`src/rtl/omega_pkg.sv`:
```
package omega_pkg;

    typedef enum logic [1:0] {
        SW_STRAIGHT = 2'd0,
        SW_EXCHANGE = 2'd1,
        SW_BCAST_UP = 2'd2,
        SW_BCAST_LO = 2'd3
    } sw_pos_e;

    // Position that link i occupies after the perfect shuffle (rotate left by one).
    function automatic int shuffle_pos(input int i, input int logn);
        int mask;
        mask = (1 << logn) - 1;
        return ((i << 1) | (i >> (logn - 1))) & mask;
    endfunction

endpackage

```
`src/rtl/omega_elem.sv`:
```
module omega_elem
    import omega_pkg::*;
#(
    parameter int LOGN  = 3,
    parameter int W     = 8,
    parameter int STAGE = 0
) (
    input  logic [2+2*LOGN+W-1:0] msg_up,
    input  logic [2+2*LOGN+W-1:0] msg_lo,
    output logic [2+2*LOGN+W-1:0] out_up,
    output logic [2+2*LOGN+W-1:0] out_lo,
    output logic                  up_drop,
    output logic                  lo_drop
);
    localparam int MW      = 2 + 2*LOGN + W;
    localparam int DST_LSB = 2;
    localparam int BIT_SEL = DST_LSB + LOGN - 1 - STAGE;

    sw_pos_e         pos;
    logic            a_v, a_bc, a_bit, b_v, b_bc, b_bit;
    logic [MW-1:0]   a_eff, b_eff;

    assign a_v   = msg_up[0];
    assign a_bc  = msg_up[1];
    assign a_bit = msg_up[BIT_SEL];
    assign b_v   = msg_lo[0];
    assign b_bc  = msg_lo[1];
    assign b_bit = msg_lo[BIT_SEL];

    // Position choice and conflict resolution
    always_comb begin
        pos     = SW_STRAIGHT;
        up_drop = 1'b0;
        lo_drop = 1'b0;
        if (a_v && b_v) begin
            if (a_bc && b_bc) begin
                pos     = SW_BCAST_UP;
                lo_drop = 1'b1;
            end else if (a_bc) begin
                up_drop = 1'b1;
                pos     = b_bit ? SW_STRAIGHT : SW_EXCHANGE;
            end else if (b_bc) begin
                lo_drop = 1'b1;
                pos     = a_bit ? SW_EXCHANGE : SW_STRAIGHT;
            end else begin
                pos     = a_bit ? SW_EXCHANGE : SW_STRAIGHT;
                lo_drop = (a_bit == b_bit);
            end
        end else if (a_v) begin
            pos = a_bc ? SW_BCAST_UP : (a_bit ? SW_EXCHANGE : SW_STRAIGHT);
        end else if (b_v) begin
            pos = b_bc ? SW_BCAST_LO : (b_bit ? SW_STRAIGHT : SW_EXCHANGE);
        end
    end

    // Output steering for the chosen position
    always_comb begin
        a_eff    = msg_up;
        a_eff[0] = a_v & ~up_drop;
        b_eff    = msg_lo;
        b_eff[0] = b_v & ~lo_drop;
        unique case (pos)
            SW_STRAIGHT: begin out_up = a_eff; out_lo = b_eff; end
            SW_EXCHANGE: begin out_up = b_eff; out_lo = a_eff; end
            SW_BCAST_UP: begin out_up = a_eff; out_lo = a_eff; end
            SW_BCAST_LO: begin out_up = b_eff; out_lo = b_eff; end
        endcase
    end

endmodule

```
`src/rtl/omega_stage.sv`:
```
module omega_stage
    import omega_pkg::*;
#(
    parameter int LOGN  = 3,
    parameter int W     = 8,
    parameter int STAGE = 0
) (
    input  logic                              clk,
    input  logic                              rst_n,
    input  logic [(1<<LOGN)*(2+2*LOGN+W)-1:0] links_in,
    input  logic [(1<<LOGN)-1:0]              blk_in,
    output logic [(1<<LOGN)*(2+2*LOGN+W)-1:0] links_q,
    output logic [(1<<LOGN)-1:0]              blk_q
);
    localparam int N       = 1 << LOGN;
    localparam int HALF    = N / 2;
    localparam int MW      = 2 + 2*LOGN + W;
    localparam int SRC_LSB = 2 + LOGN;

    logic [N-1:0][MW-1:0] sh;
    logic [N-1:0][MW-1:0] el_out;
    logic [HALF-1:0]      up_drop, lo_drop;
    logic [N*MW-1:0]      links_nxt;
    logic [N-1:0]         blk_nxt;

    // Perfect-shuffle wiring into this stage
    for (genvar i = 0; i < N; i++) begin : g_shuffle
        localparam int P = shuffle_pos(i, LOGN);
        assign sh[P] = links_in[i*MW +: MW];
    end

    for (genvar j = 0; j < HALF; j++) begin : g_elem
        omega_elem #(.LOGN(LOGN), .W(W), .STAGE(STAGE)) u_elem (
            .msg_up  (sh[2*j]),
            .msg_lo  (sh[2*j+1]),
            .out_up  (el_out[2*j]),
            .out_lo  (el_out[2*j+1]),
            .up_drop (up_drop[j]),
            .lo_drop (lo_drop[j])
        );
    end

    always_comb begin
        blk_nxt = blk_in;
        for (int j = 0; j < HALF; j++) begin
            if (up_drop[j]) blk_nxt[sh[2*j][SRC_LSB +: LOGN]]   = 1'b1;
            if (lo_drop[j]) blk_nxt[sh[2*j+1][SRC_LSB +: LOGN]] = 1'b1;
        end
        for (int i = 0; i < N; i++) links_nxt[i*MW +: MW] = el_out[i];
    end

    always_ff @(posedge clk or negedge rst_n) begin
        if (!rst_n) begin
            links_q <= '0;
            blk_q   <= '0;
        end else begin
            links_q <= links_nxt;
            blk_q   <= blk_nxt;
        end
    end

endmodule

```
`src/rtl/omega_net.sv`:
```
module omega_net
    import omega_pkg::*;
#(
    parameter int LOGN = 3,
    parameter int W    = 8
) (
    input  logic                     clk,
    input  logic                     rst_n,
    input  logic [(1<<LOGN)-1:0]     in_valid,
    input  logic [(1<<LOGN)-1:0]     in_bcast,
    input  logic [(1<<LOGN)*LOGN-1:0] in_dest,
    input  logic [(1<<LOGN)*W-1:0]   in_data,
    output logic [(1<<LOGN)-1:0]     out_valid,
    output logic [(1<<LOGN)*LOGN-1:0] out_src,
    output logic [(1<<LOGN)*W-1:0]   out_data,
    output logic [(1<<LOGN)-1:0]     out_blocked
);
    localparam int N  = 1 << LOGN;
    localparam int MW = 2 + 2*LOGN + W;

    logic [LOGN:0][N*MW-1:0] chain;
    logic [LOGN:0][N-1:0]    bchain;

    always_comb begin
        for (int i = 0; i < N; i++) begin
            chain[0][i*MW +: MW] = {in_data[i*W +: W], LOGN'(i),
                                    in_dest[i*LOGN +: LOGN], in_bcast[i], in_valid[i]};
        end
    end
    assign bchain[0] = '0;

    for (genvar k = 0; k < LOGN; k++) begin : g_stage
        omega_stage #(.LOGN(LOGN), .W(W), .STAGE(k)) u_stage (
            .clk      (clk),
            .rst_n    (rst_n),
            .links_in (chain[k]),
            .blk_in   (bchain[k]),
            .links_q  (chain[k+1]),
            .blk_q    (bchain[k+1])
        );
    end

    // Final links: a unicast is only presented where its address points
    always_comb begin
        logic [MW-1:0] fin;
        for (int x = 0; x < N; x++) begin
            fin = chain[LOGN][x*MW +: MW];
            out_valid[x]             = fin[0] & (fin[1] | (fin[2 +: LOGN] == LOGN'(x)));
            out_src[x*LOGN +: LOGN]  = fin[2+LOGN +: LOGN];
            out_data[x*W +: W]       = fin[2+2*LOGN +: W];
        end
    end

    assign out_blocked = bchain[LOGN];

endmodule

```
`config.mk`:
```
export PLATFORM = sky130hd
export DESIGN_NAME = omega_net
export DESIGN_NICKNAME = d
export VERILOG_FILES = /design/src/rtl/omega_pkg.sv /design/src/rtl/omega_elem.sv /design/src/rtl/omega_stage.sv /design/src/rtl/omega_net.sv
export SDC_FILE = /design/constraint.sdc
export NUM_CORES = 1
export LEC_CHECK = 0
export BUFFER_PORTS_ARGS = -buffer_cell sky130_fd_sc_hd__buf_2
export CORE_MARGIN = 4
export CORE_UTILIZATION = 55
export CTS_CLUSTER_SIZE = 14
export DETAILED_ROUTE_END_ITERATION = 10
export HOLD_SLACK_MARGIN = 0.15
export PLACE_DENSITY = 0.75
export SLEW_MARGIN = 30
export SYNTH_ARGS = -nofsm -noshare
export SYNTH_HDL_FRONTEND = slang
export SYNTH_SLANG_ARGS = --single-unit
```
`constraint.sdc`:
```
create_clock -name clk -period 6.4 [get_ports clk]
set_clock_uncertainty 0.2 [all_clocks]
set_input_delay 0.64 -clock clk [delete_from_list [all_inputs] [get_ports clk]]
set_output_delay 0.64 -clock clk [all_outputs]
set_load 0.01 [all_outputs]
```
# ---- After elaboration in Yosys (flattened, before gate mapping)
# Cells that the tools add are included.
# W data, S select, Z words.
dict set report totals {
  register_bits 408
  latchBits 0
  ramBits 0
  rom_bits 0
  input_bits 106
  output_inout_bits 104
  wordCells 546
  mem_count 0
}
dict set report classes {
  add_sub_neg 0
  multipliers 0
  div 0
  magnitude_cmp 32
  n_eq_ne 55
  shifts 0
  mux 272
  n_bitwise 80
  reduce_logical 101
}
# op count
set ops {}
lappend ops {{$pmux W16 S2} 24}
lappend ops {{$mux W2} 73}
lappend ops {{$mux W1} 137}
lappend ops {{$mux W8} 17}
lappend ops {{$or A8 B8 Y8} 16}
lappend ops {{$reduce_or A2 Y1} 48}
lappend ops {{$lt A3 B4 Y1 const B} 16}
lappend ops {{$demux W1 S3} 16}
lappend ops {{$eq A2 B2 Y1 const B} 24}
lappend ops {{$ge A3 B1 Y1 const B} 16}
lappend ops {{$logic_and A1 B1 Y1} 40}
lappend ops {{$and A1 B1 Y1} 32}
lappend ops {{$eq A2 B1 Y1 const B} 12}
lappend ops {{$logic_not A2 Y1} 12}
lappend ops {{$not A1 Y1} 24}
lappend ops {{$eq A1 B1 Y1} 12}
lappend ops {{$eq A3 B3 Y1 const B} 4}
lappend ops {{$or A1 B1 Y1} 8}
lappend ops {{$mux W7} 1}
lappend ops {{$eq A3 B2 Y1 const B} 2}
lappend ops {{$mux W6} 1}
lappend ops {{$mux W5} 1}
lappend ops {{$mux W4} 1}
lappend ops {{$eq A3 B1 Y1 const B} 1}
lappend ops {{other kinds (2)} 2}

# ---- Longest topological paths before layout
# Gate-level depths: netlist (run 1).
dict set report logic_depth {
  depth_word 20
  depth_mapped 8
  ltp_nobuf 5
}

# ---- Hierarchy
# A second synthesis (run 1) with hierarchy kept.
dict set report unflattened {
  cells_unflattened 1426
  area_unflattened_um2 19565.0
}
# mod n_inst cells_each area_per_inst_um2 seq_area_each_um2
set by_module_without_submodules {}
lappend by_module_without_submodules {{omega_stage at g_stage[0].u_stage ...} 2 246 4023.9 3403.3}
lappend by_module_without_submodules {omega_elem 12 57 603.1 0.0}
lappend by_module_without_submodules {{omega_stage at g_stage[2].u_stage} 1 228 4139.0 3403.3}
lappend by_module_without_submodules {omega_net 1 22 141.4 0.0}

# ---- Worst setup path after synthesis (run 1)
# Ideal clock, no wire load.
dict set report synth_timing {
  path_type {input to register}
  startpoint {in in_valid[3]}
  endpoint {reg g_stage[0].u_stage.links_q[100]}
  setup_time_ns 0.125
  arrival_time_ns 1.921
  required_ns 6.075
  path_slack_ns 4.154
  stages 5
  n_path_buf 2
  path_cell_list {clkbuf_1 -> o21ai_0 -> a32oi_1 -> buf_2 -> mux2_2}
}
# element line
set synth_lines {}
lappend synth_lines {{from (decl)} omega_net.sv:9} ;# input logic [(1<<LOGN)-1:0] in_valid,
lappend synth_lines {{to (signal assigned)} omega_stage.sv:57} ;# links_q <= links_nxt;
lappend synth_lines {{to (decl)} omega_stage.sv:12} ;# output logic [(1<<LOGN)*(2+2*LOGN+W)-1:0] links_q,

==> run metrics, run 1 <==
status complete, no violations; RR Startpoint g_stage[0].u_stage.links_q[81]$_DFF_PN0_; Post-CTS Hold Buffers 1; Worst path top cell family by delay XOR/XNOR gates; die width around 180 um; main area contributors after synthesis dfrtp_1, mux2_2, buf_4; Yosys Warn Count 0; CTS Root Cell clkbuf_16; CP arrival 2.97 ns; Syn Area/Cell 13.21 sq um; overall power roughly 7.3 mW; # DRC 0; Yosys reg bits 389; First-pass DRT Iterations 5; Max-slew headroom 32.59%; Post-Route WL just under 40000 um; CP Capture Type flop; DRT antenna net count 0; Max Cap Violations 0; Hold Crit Class input port to flop; CP Launch Type flop; Final min period 2.770 ns; Worst Min Path Start in_data[30]; GR Util All Layers a little under a quarter; HPWL Detailed 28800 um; start point of the critical path g_stage[0].u_stage.links_q[81]$_DFF_PN0_; htree depth 2; row cnt 64; peak supply drop between 0.15 and 0.2 mV; setup TNS 0 ns; Setup violations, final 0; Mapped Cells 1284; syn nets between 1000 and 1500; clk sinks 389; area delta synth->final 11.37%; post-cts sizing count 0; Avg WL per Cell ~22 um; max incr delay on CP 0.86 ns; synth unique cells 62; Slew Viols, Final 0; layout cells sized above 1 about two fifths; RD Place Congestion between 0.8 and 0.9; async set-or-reset flop fraction in the synthesized netlist between 90% and 100%; initial antenna violation count 1; WP data required ~6.6 ns; critical path cell sequence nand2b_1 > o22ai_1 > a22oi_4 > xnor2_2 > mux2_2; critical path type flop to flop; via count about 10000; Slowest cell on crit path xnor2_2; Synth area leader dfrtp_1; Max Root-Sink Buffers 3; # IOs 210; P per Cell Area 387.1 nW/um^2; mapped cell area between 15000 and 20000 sq um; cell area after placement approximately 18000 sq um; Initial DRC Count around 720; Final Cycle Share 43.28%; number of flops mapped to enable cells by yosys 0; pin count of the biggest net entering global routing 152; CTS tree yes; Hold Vio Cnt, Final 0; top cell type's share of synthesized area a little under three fifths; Num CTS Buffers 40; Post-synth top flop dfrtp_1; P_leak ~8.6 nW; RSZ-0062 raised after global routing no; postcts setup bufs 0; Starting Density between 50% and 60%; Max Clock Freq between 300 and 400 MHz; crit path max fanout 16; vias per cell approximately 5.6; die height ~180 um; Worst Tran Pin Value between 1 and 1.5 ns; port bufs roughly 210; first-pass GRT wire length slightly above 60000 um; die area around 34000 sq um; # diodes 0; CORE AREA slightly above 30000 sq um; clock latency on the worst-skew pair between 0.5 and 0.6 ns; final instance area about 19000 sq um; Clock transition at path regs roughly 0.06 ns; sequential share of the synthesized area 57.38%; final net count 1498; gr ovfl total 0; vias in the first global route 10350; WP buf/inv 0
-- registers in the layout, indices dropped and copies added, names as in the netlist --
register	cells
g_stage.u_stage.links_q	365
g_stage.u_stage.blk_q	24
-- routing by layer --
metal	routed length [um]	vias to the layer above	global-route usage (%)
met3	1943	69	3.344
li1	-	4595	-
met2	18780	303	36.83
met4	1095	0	6.764
met5	0	-	0
met1	17760	5154	34.43
-- power breakdown --
group          internal [mW]  switching, mW  leakage (nW)
logic                  0.869          0.873          3.40
clock network           1.31          0.899         0.627
registers               3.00          0.365          4.62
total                   5.18           2.14          8.65
-- cell usage after synthesis (all sizes together), types with 13 or more instances --
cell	count
nand2	58
nor2b	34
o21ai	38
dfrtp	389
a22o	18
mux2	303
nand3	14
nor2	59
xnor2	13
buf	128
clkbuf	24
nand2b	21
inv	33
mux2i	18
-- worst paths after layout --
check	end	slack, ns	cells past startpoint
setup / recovery	g_stage[1].u_stage.links_q[51]$_DFF_PN0_	3.63	5
hold / removal	g_stage[0].u_stage.links_q[126]$_DFF_PN0_	0.17	2
setup reg to reg	g_stage[1].u_stage.links_q[51]$_DFF_PN0_	3.63	5
hold reg to reg	g_stage[1].u_stage.blk_q[0]$_DFF_PN0_	0.27	1
max in group asynchronous	g_stage[1].u_stage.links_q[38]$_DFF_PN0_	4.20	3
min in group asynchronous	g_stage[2].u_stage.links_q[29]$_DFF_PN0_	0.53	2
-- area by class of cell --
cell class | count | area, sq um
Timing Repair Buffer | 218 | 1151
Tap cell | 396 | 495.5
Clock inverter | 10 | 78.83
Multi-Input combinational cell | 710 | 6136
Inverter | 33 | 123.9
Fill cell | 2341 | 11620
Sequential cell | 389 | 9734
Clock buffer | 56 | 1172
-- cells by family (layout without fill, tap and decap cells) --
logic type      count (synthesis)  count (layout)  synth area share (%)
flops                         389             389                 57.38
mux                           321             321                 21.37
simple gates                  228             228                 6.867
buf+inv                       185             317                 6.653
compound gates                142             142                 6.505
xor+xnor                       18              18                 1.195
other cells                     1               1               0.02211
-- per-stage QoR --
| step | setup slack [ns] | hold slack [ns] | utilization (%) | instances |
|---|---|---|---|---|
| 5_1_grt | 3.509 | 0.1546 | 61.92 | 1812 |
| 6_report | 3.630 | 0.1680 | 61.92 | 1812 |
| 4_1_cts | 3.439 | 0.1525 | 61.85 | 1812 |
| 3_3_place_gp | 3.515 | 0.2555 | 57.67 | 1745 |
| 3_5_place_dp | 3.468 | 0.2601 | 57.71 | 1745 |
| 2_1_floorplan | 4.154 | 0.1444 | - | 1284 |
-- placed cells by master (no fill, tap or decap), types with 5 or more instances in the layout --
| master | instances |
|---|---|
| clkbuf_16 | 41 |
| nand4_1 | 5 |
| nor2b_1 | 34 |
| buf_2 | 208 |
| xnor2_1 | 8 |
| clkbuf_8 | 9 |
| mux2_2 | 285 |
| inv_1 | 33 |
| a31oi_1 | 9 |
| nand3_1 | 14 |
| a22oi_1 | 5 |
| o21bai_1 | 9 |
| nand2b_1 | 20 |
| clkbuf_1 | 6 |
| a22o_1 | 18 |
| clkinv_2 | 8 |
| and4b_1 | 6 |
| mux2_1 | 9 |
| o21a_1 | 6 |
| mux2i_1 | 18 |
| a32oi_1 | 9 |
| buf_4 | 6 |
| o21ai_0 | 37 |
| nor2_1 | 59 |
| dfrtp_1 | 389 |
| o22ai_1 | 6 |
| nor3_1 | 5 |
| nand2_1 | 58 |
| nor3b_1 | 8 |
| mux2_4 | 9 |
| a21oi_1 | 10 |
-- worst register-to-register path, stage by stage (launching register included) --
cell,delay [ns]
dfrtp_1,0.44
nand2b_1,0.21
o22ai_1,0.26
a22oi_4,0.25
xnor2_2,0.86
mux2_2,0.43
(Power assumes the default switching activity.)
==> run 2, diff against run 1 <==
Settings changed: CORE_UTILIZATION 55 to 53, PLACE_DENSITY 0.75 to 0.76.
Clock period 6.4 ns to 2.3 ns, I/O delays scaled along.
==> run 2 against run 1 <==
Against the previous run: clock power rose to 3.1 times the previous value; routed wire length rose by 24%; non-clock buffer count rose by 230; via count rose by 18%; sequential cell count did not move; critical endpoint is now g_stage[0].u_stage.links_q[43]$_DFF_PN0_; die area rose by 3.6%.
==> run metrics, run 2 (synthesized netlist as in run 1, its figures left out) <==
Hold Crit Class input port to flop (unchanged); most common cell after layout, fill and taps aside dfrtp_1 (unchanged); # DRC 0 (unchanged); commonest cells after routing, fill and taps aside dfrtp_1, mux2_2, buf_2 (unchanged); Setup violations, final 0 (unchanged); P_leak 9.741 nW (was 8.646 nW); Most flops, register g_stage.u_stage.links_q (unchanged); die area 34930 sq um (was 33720 sq um); RR Startpoint g_stage[0].u_stage.links_q[49]$_DFF_PN0_ (was g_stage[0].u_stage.links_q[81]$_DFF_PN0_); switch share 29.45% (was 29.22%); cell area after placement 17960 sq um (was 17610 sq um); Sw Pwr 6.437 mW (was 2.137 mW); register area 9734 sq um (unchanged); Max Cap Violations 0 (unchanged); Worst Tran Pin Value 0.7950 ns (was 1.006 ns); die width 186.9 um (was 183.6 um); First-pass DRT Iterations 6 (was 5); row cnt 65 (was 64); critical path type input port to flop (was flop to flop); area of the multi-input gates 6140 sq um (was 6136 sq um); Max Root-Sink Buffers 3 (unchanged); biggest registers after layout g_stage.u_stage.links_q: 365 flops, g_stage.u_stage.blk_q: 24 flops (unchanged); Max-slew headroom 46.99% (was 32.59%); Post-Route WL 49180 um (was 39580 um); final-layout fill cell count 2060 (was 2341); gr ovfl total 0 (unchanged); pin count of the biggest net entering global routing 60 (was 152); fin util 67.57% (was 61.92%); peak supply drop 0.5196 mV (was 0.1953 mV); htree depth 2 (unchanged); clk sinks 389 (unchanged); # IOs 210 (unchanged); WHS Endpoint g_stage[0].u_stage.links_q[55]$_DFF_PN0_ (was g_stage[0].u_stage.links_q[126]$_DFF_PN0_); CP Launch Type input port (was flop); Avg WL per Cell 23.94 um (was 21.84 um); CTS Root Cell clkbuf_16 (unchanged); Num CTS Buffers 39 (was 40); initial antenna violation count 2 (was 1); status complete, no violations (unchanged); Worst R2R Setup Slack 0.06 ns (was 3.63 ns); Final Cycle Share about 99%; Clock transition at path regs 0.07 ns (was 0.06 ns); Final min period around 2.3 ns; Initial DRC Count 1121 (was 721); Hold Vio Cnt, Final 0 (unchanged); RSZ-0062 raised after global routing no (unchanged); RD Place Congestion 0.9053 (was 0.8864); Max Clock Freq about 440 MHz; area delta synth->final 25.68% (was 11.37%); first-pass GRT wire length 74350 um (was 60640 um); Starting Density 53.76% (was 55.60%); layout cells sized above 1 39.70% (was 41.81%); CP arrival 2.50 ns (was 2.97 ns); combinational group share of total power 25.7% (was 23.8%); Sequential Power Share 42.8% (was 46.0%); port bufs 209 (unchanged); CORE AREA 31560 sq um (was 30510 sq um); r2r endpoint g_stage[1].u_stage.links_q[123]$_DFF_PN0_ (was g_stage[1].u_stage.links_q[51]$_DFF_PN0_); CP Capture Type flop (unchanged); clock latency on the worst-skew pair 0.53 ns (was 0.52 ns); DRT antenna net count 0 (unchanged); CTS tree yes (unchanged); P per Cell Area 1025 nW/um^2 (was 387.1 nW/um^2); setup TNS 0 ns (unchanged); vias per cell 5.813 (was 5.586); final net count 1727 (was 1498); overall power 21.86 mW (was 7.313 mW); Pint 15.42 mW (was 5.177 mW); Worst Min Path Start in_valid[1] (was in_data[30]); vias in the first global route 12740 (was 10350); GR Util All Layers 27.22% (was 23.40%); final instance area 21320 sq um (was 18890 sq um); clock share of power 31.6% (was 30.2%); HPWL Detailed 30120 um (was 28800 um); WP data required 2.52 ns (was 6.60 ns); crit path max fanout 7 (was 16); reg2reg path depth 6 (was 5); die height 186.9 um (was 183.6 um); Slew Viols, Final 0 (unchanged); max reg flops 365 (unchanged); via count 11940 (was 10120); WHS Path Cells 2 (unchanged)
[run 2: cell types whose count changed in the layout (fill, tap and decap cells not counted), sizes merged]
cell           delta
buf              +50
bufinv            +5
clkbuf            -1
clkdlybuf4s15     +2
clkinv            -2
clkinvlp          +1
diode             +2
dlygate4sd3     +177
dlymetal6s4s      +1
inv               +1
[run 2: worst max path at each step]
stage                                                     to                                     start  slack (ns)  cells after the start
floorplan           g_stage[1].u_stage.links_q[84]$_DFF_PN0_  g_stage[0].u_stage.links_q[97]$_DFF_PN0_        0.17                      6
global placement       g_stage[2].u_stage.blk_q[1]$_DFF_PN0_  g_stage[1].u_stage.links_q[64]$_DFF_PN0_        0.18                      5
detailed placement     g_stage[2].u_stage.blk_q[1]$_DFF_PN0_  g_stage[1].u_stage.links_q[64]$_DFF_PN0_        0.12                      5
CTS                 g_stage[0].u_stage.links_q[61]$_DFF_PN0_                               in_dest[17]       0.003                      5
global route        g_stage[0].u_stage.links_q[33]$_DFF_PN0_                               in_valid[1]       0.009                      7
finish              g_stage[0].u_stage.links_q[43]$_DFF_PN0_                               in_valid[1]        0.02                      7
[run 2: layer usage]
layer	global-route usage [%]	wire length (um)	up-vias
met1	34.20	18940	5938
li1	-	-	5044
met3	5.543	3490	235
met5	0	0	-
met4	12.63	3044	0
met2	45.75	23700	723
[run 2: area by class of cell]
cell class,instances,share of cell area [%]
sequential,389,45.66
multi-input combinational,710,28.80
timing repair buffer,448,15.98
clock buffer,55,5.428
tap,402,2.359
clock inverter,15,1.174
inverter,33,0.5810
antenna,2,0.02347
[run 2: worst max-delay path: stages]
cell	delay (ns)
buf_2	0.15
dlygate4sd3_1	0.56
o21ai_0	0.11
a32oi_2	0.33
buf_6	0.20
mux2_2	0.35
dlygate4sd3_1	0.56
[run 2: repair_timing]
| action | CTS | global route |
|---|---|---|
| hold buffers | 181 | 0 |
| buffers inserted | 0 | 11 |
| setup endpoints to repair | 0 | 38 |
| resized for setup | 0 | 13 |
| hold endpoints to repair | 505 | 0 |
[run 2: power groups by stage]
stage / Sequential, mW / Combinational (mW) / Clock [mW]
4_1_cts: 9.29 / 5.45 / 6.90
6_report: 9.35 / 5.61 / 6.90
3_5_place_dp: 9.37 / 5.08 / 0
2_1_floorplan: 8.92 / 4.23 / 0
3_3_place_gp: 9.34 / 5.00 / 0
5_1_grt: 9.51 / 5.93 / 7.24
[run 2: metrics by stage]
stage,instances,worst slack [ns],hold slack [ns]
2_1_floorplan,1284,0.1728,-0.2656
3_3_place_gp,1790,0.1781,0.01138
3_5_place_dp,1790,0.1166,0.02280
4_1_cts,2041,0.002517,0.1681
5_1_grt,2054,0.009103,0.1878
6_report,2054,0.01774,0.1815
==> run 3, diff against run 2 <==
--- a/config.mk
+++ b/config.mk
@@ -7,2 +7,3 @@
 export LEC_CHECK = 0
+export ABC_CLOCK_PERIOD_IN_PS = 2300
 export BUFFER_PORTS_ARGS = -buffer_cell sky130_fd_sc_hd__buf_2
@@ -14,2 +15,3 @@
 export PLACE_DENSITY = 0.76
+export SETUP_SLACK_MARGIN = 0.15
 export SLEW_MARGIN = 30
--- a/constraint.sdc
+++ b/constraint.sdc
@@ -4,2 +4,2 @@
 set_output_delay 0.23 -clock clk [all_outputs]
-set_load 0.01 [all_outputs]
+set_load 0.02 [all_outputs]
==> run 3 against run 2 <==
Against the previous run: routed wire length up 3.8%; cell count up 0.15%; cell area up 0.57%; non-clock buffer count up 2; sequential cell count unchanged; critical path depth down 2; critical path type is now flop to flop; core utilization up 0.38 points; highest routed layer unchanged; hold slack worse by 0.012 ns; setup slack better by 0.066 ns; largest power group unchanged; maximum frequency up 3.0%; die area unchanged; clock power up 0.6%.
==> run metrics, run 3 (synthesized netlist as in run 1, its figures left out) <==
status complete, no violations (unchanged); RSZ-0062 raised after global routing yes (was no); Clock transition at path regs 0.07 ns (about the same); htree depth 2 (unchanged); # DRC 0 (unchanged); P_leak 9.772 nW (was 9.741 nW); setup TNS 0 ns (unchanged); die width 186.9 um (unchanged); commonest cells after routing, fill and taps aside dfrtp_1, mux2_2, buf_2 (unchanged); row cnt 65 (unchanged); via count 12150 (was 11940); Max Cap Violations 0 (unchanged); final-layout fill cell count 2039 (was 2060); Starting Density 53.76% (unchanged); RD Place Congestion 0.9053 (unchanged); First-pass DRT Iterations 7 (was 6); Worst path top cell family by delay compound AO/OA/AOI/OAI gates (was buffers and inverters); pin count of the biggest net entering global routing 60 (unchanged); CTS tree yes (unchanged); Final min period 2.216 ns (was 2.282 ns); critical path cell sequence nand2_1 > o31ai_1 > a32oi_1 > a31oi_1 > or4_1 (was buf_2 > dlygate4sd3_1 > o21ai_0 > a32oi_2 > buf_6 > mux2_2 > dlygate4sd3_1); Num CTS Buffers 39 (unchanged); HPWL Detailed 30120 um (unchanged); clk sinks 389 (unchanged); biggest registers after layout g_stage.u_stage.links_q: 365 flops, g_stage.u_stage.blk_q: 24 flops (unchanged); RR Startpoint g_stage[0].u_stage.links_q[80]$_DFF_PN0_ (was g_stage[0].u_stage.links_q[49]$_DFF_PN0_); clock latency on the worst-skew pair 0.54 ns (was 0.53 ns); Final Cycle Share 96.35% (was 99.23%); WP data required 2.56 ns (was 2.52 ns); WHS Path Cells 2 (unchanged); Slowest cell on crit path dfrtp_1 (was dlygate4sd3_1); Max Root-Sink Buffers 3 (unchanged); CP Capture Type flop (unchanged); Worst Tran Pin Value 0.7029 ns (was 0.7950 ns); register area 9756 sq um (was 9734 sq um); CP arrival 2.47 ns (was 2.50 ns); initial antenna violation count 1 (was 2); CTS Root Cell clkbuf_16 (unchanged); Most flops, register g_stage.u_stage.links_q (unchanged); # IOs 210 (unchanged); first-pass GRT wire length 75250 um (was 74350 um); CORE AREA 31560 sq um (unchanged); vias in the first global route 12690 (was 12740); P per Cell Area 1051 nW/um^2 (was 1025 nW/um^2); r2r endpoint g_stage[1].u_stage.blk_q[0]$_DFF_PN0_ (was g_stage[1].u_stage.links_q[123]$_DFF_PN0_); critical path type flop to flop (was input port to flop); die height 186.9 um (unchanged); area of the multi-input gates 6205 sq um (was 6140 sq um); Initial DRC Count 1278 (was 1121); Hold Vio Cnt, Final 0 (unchanged); max incr delay on CP 0.56 ns (about the same); Worst R2R Setup Slack 0.08 ns (was 0.06 ns); Hold Crit Class input port to flop (unchanged); worst hold slack 0.1692 ns (was 0.1815 ns); Max-slew headroom 53.13% (was 46.99%); WP buf/inv 0 (was 4); port bufs 209 (unchanged); Avg WL per Cell 24.81 um (was 23.94 um); vias per cell 5.906 (was 5.813); Max Clock Freq 451.3 MHz (was 438.2 MHz); Slew Viols, Final 0 (unchanged); die area 34930 sq um (unchanged); DRT antenna net count 0 (unchanged); gr ovfl total 0 (unchanged); layout cells sized above 1 41.65% (was 39.70%); peak supply drop 0.6130 mV (was 0.5196 mV); crit path max fanout 8 (was 7); most common cell after layout, fill and taps aside dfrtp_1 (unchanged); CP Launch Type flop (was input port); WHS Endpoint g_stage[0].u_stage.links_q[119]$_DFF_PN0_ (was g_stage[0].u_stage.links_q[55]$_DFF_PN0_); Worst Min Path Start in_dest[23] (was in_valid[1]); area delta synth->final 26.40% (was 25.68%); max reg flops 365 (unchanged); reg2reg path depth 5 (was 6); Setup violations, final 0 (unchanged); Post-Route WL 51040 um (was 49180 um); overall power 22.53 mW (was 21.86 mW); final net count 1729 (was 1727); GR Util All Layers 27.61% (was 27.22%)
==> run 3: what timing repair did <==
action,in CTS,in global routing
pin swaps,0,5
endpoints found under the hold margin,505,1
setup endpoints to repair,26,191
cloned,0,2
setup buffers,0,13
hold buffers,178,1
resized for setup,8,46
==> run 3: worst max path at each step <==
stage	startpoint	end	slack, ns	depth (start not counted)
4_1_cts	in_valid[5]	g_stage[0].u_stage.links_q[41]$_DFF_PN0_	0.15	6
6_report	g_stage[0].u_stage.links_q[80]$_DFF_PN0_	g_stage[1].u_stage.blk_q[0]$_DFF_PN0_	0.08	5
3_3_place_gp	g_stage[1].u_stage.links_q[64]$_DFF_PN0_	g_stage[2].u_stage.blk_q[1]$_DFF_PN0_	0.18	5
5_1_grt	g_stage[1].u_stage.links_q[64]$_DFF_PN0_	g_stage[2].u_stage.blk_q[1]$_DFF_PN0_	0.03	5
3_5_place_dp	g_stage[1].u_stage.links_q[64]$_DFF_PN0_	g_stage[2].u_stage.blk_q[1]$_DFF_PN0_	0.12	5
2_1_floorplan	g_stage[0].u_stage.links_q[97]$_DFF_PN0_	g_stage[1].u_stage.links_q[84]$_DFF_PN0_	0.17	6
==> run 3: power breakdown <==
part / leakage [nW] / total, mW / internal, mW / switching, mW
clock network: 0.691 / 6.94 / 4.20 / 2.74
registers: 4.60 / 9.37 / 8.35 / 1.03
logic: 4.48 / 6.21 / 2.93 / 3.29
==> run 3: per-stage QoR <==
stage	worst slack (ns)	utilization [%]	std cells	instance area, sq um
finish	0.08404	67.95	2057	21440
floorplan	0.1728	-	1284	16960
CTS	0.1533	67.11	2038	21180
detailed placement	0.1166	56.91	1790	17960
global placement	0.1781	56.91	1790	17960
global route	0.02735	67.93	2055	21440
==> run 3: final cells by class <==
| cell class | count | area share, % |
|---|---|---|
| sequential | 389 | 45.50 |
| multi-input combinational | 710 | 28.94 |
| timing repair buffer | 450 | 16.04 |
| clock buffer | 55 | 5.398 |
| tap | 402 | 2.346 |
| clock inverter | 15 | 1.167 |
| inverter | 33 | 0.5777 |
| antenna | 3 | 0.03501 |
==> run 3: metal layers <==
metal	share of wire (%)	track usage (%)
met2	48	46.71
met4	7.0	12.57
met3	7.4	4.946
met5	0	0
met1	37	34.98
==> run 3: worst register-to-register path, cell delays in order (launching register included) <==
cell     delay (ns)
dfrtp_1        0.56
nand2_1        0.20
o31ai_1        0.53
a32oi_1        0.18
a31oi_1        0.30
or4_1          0.17
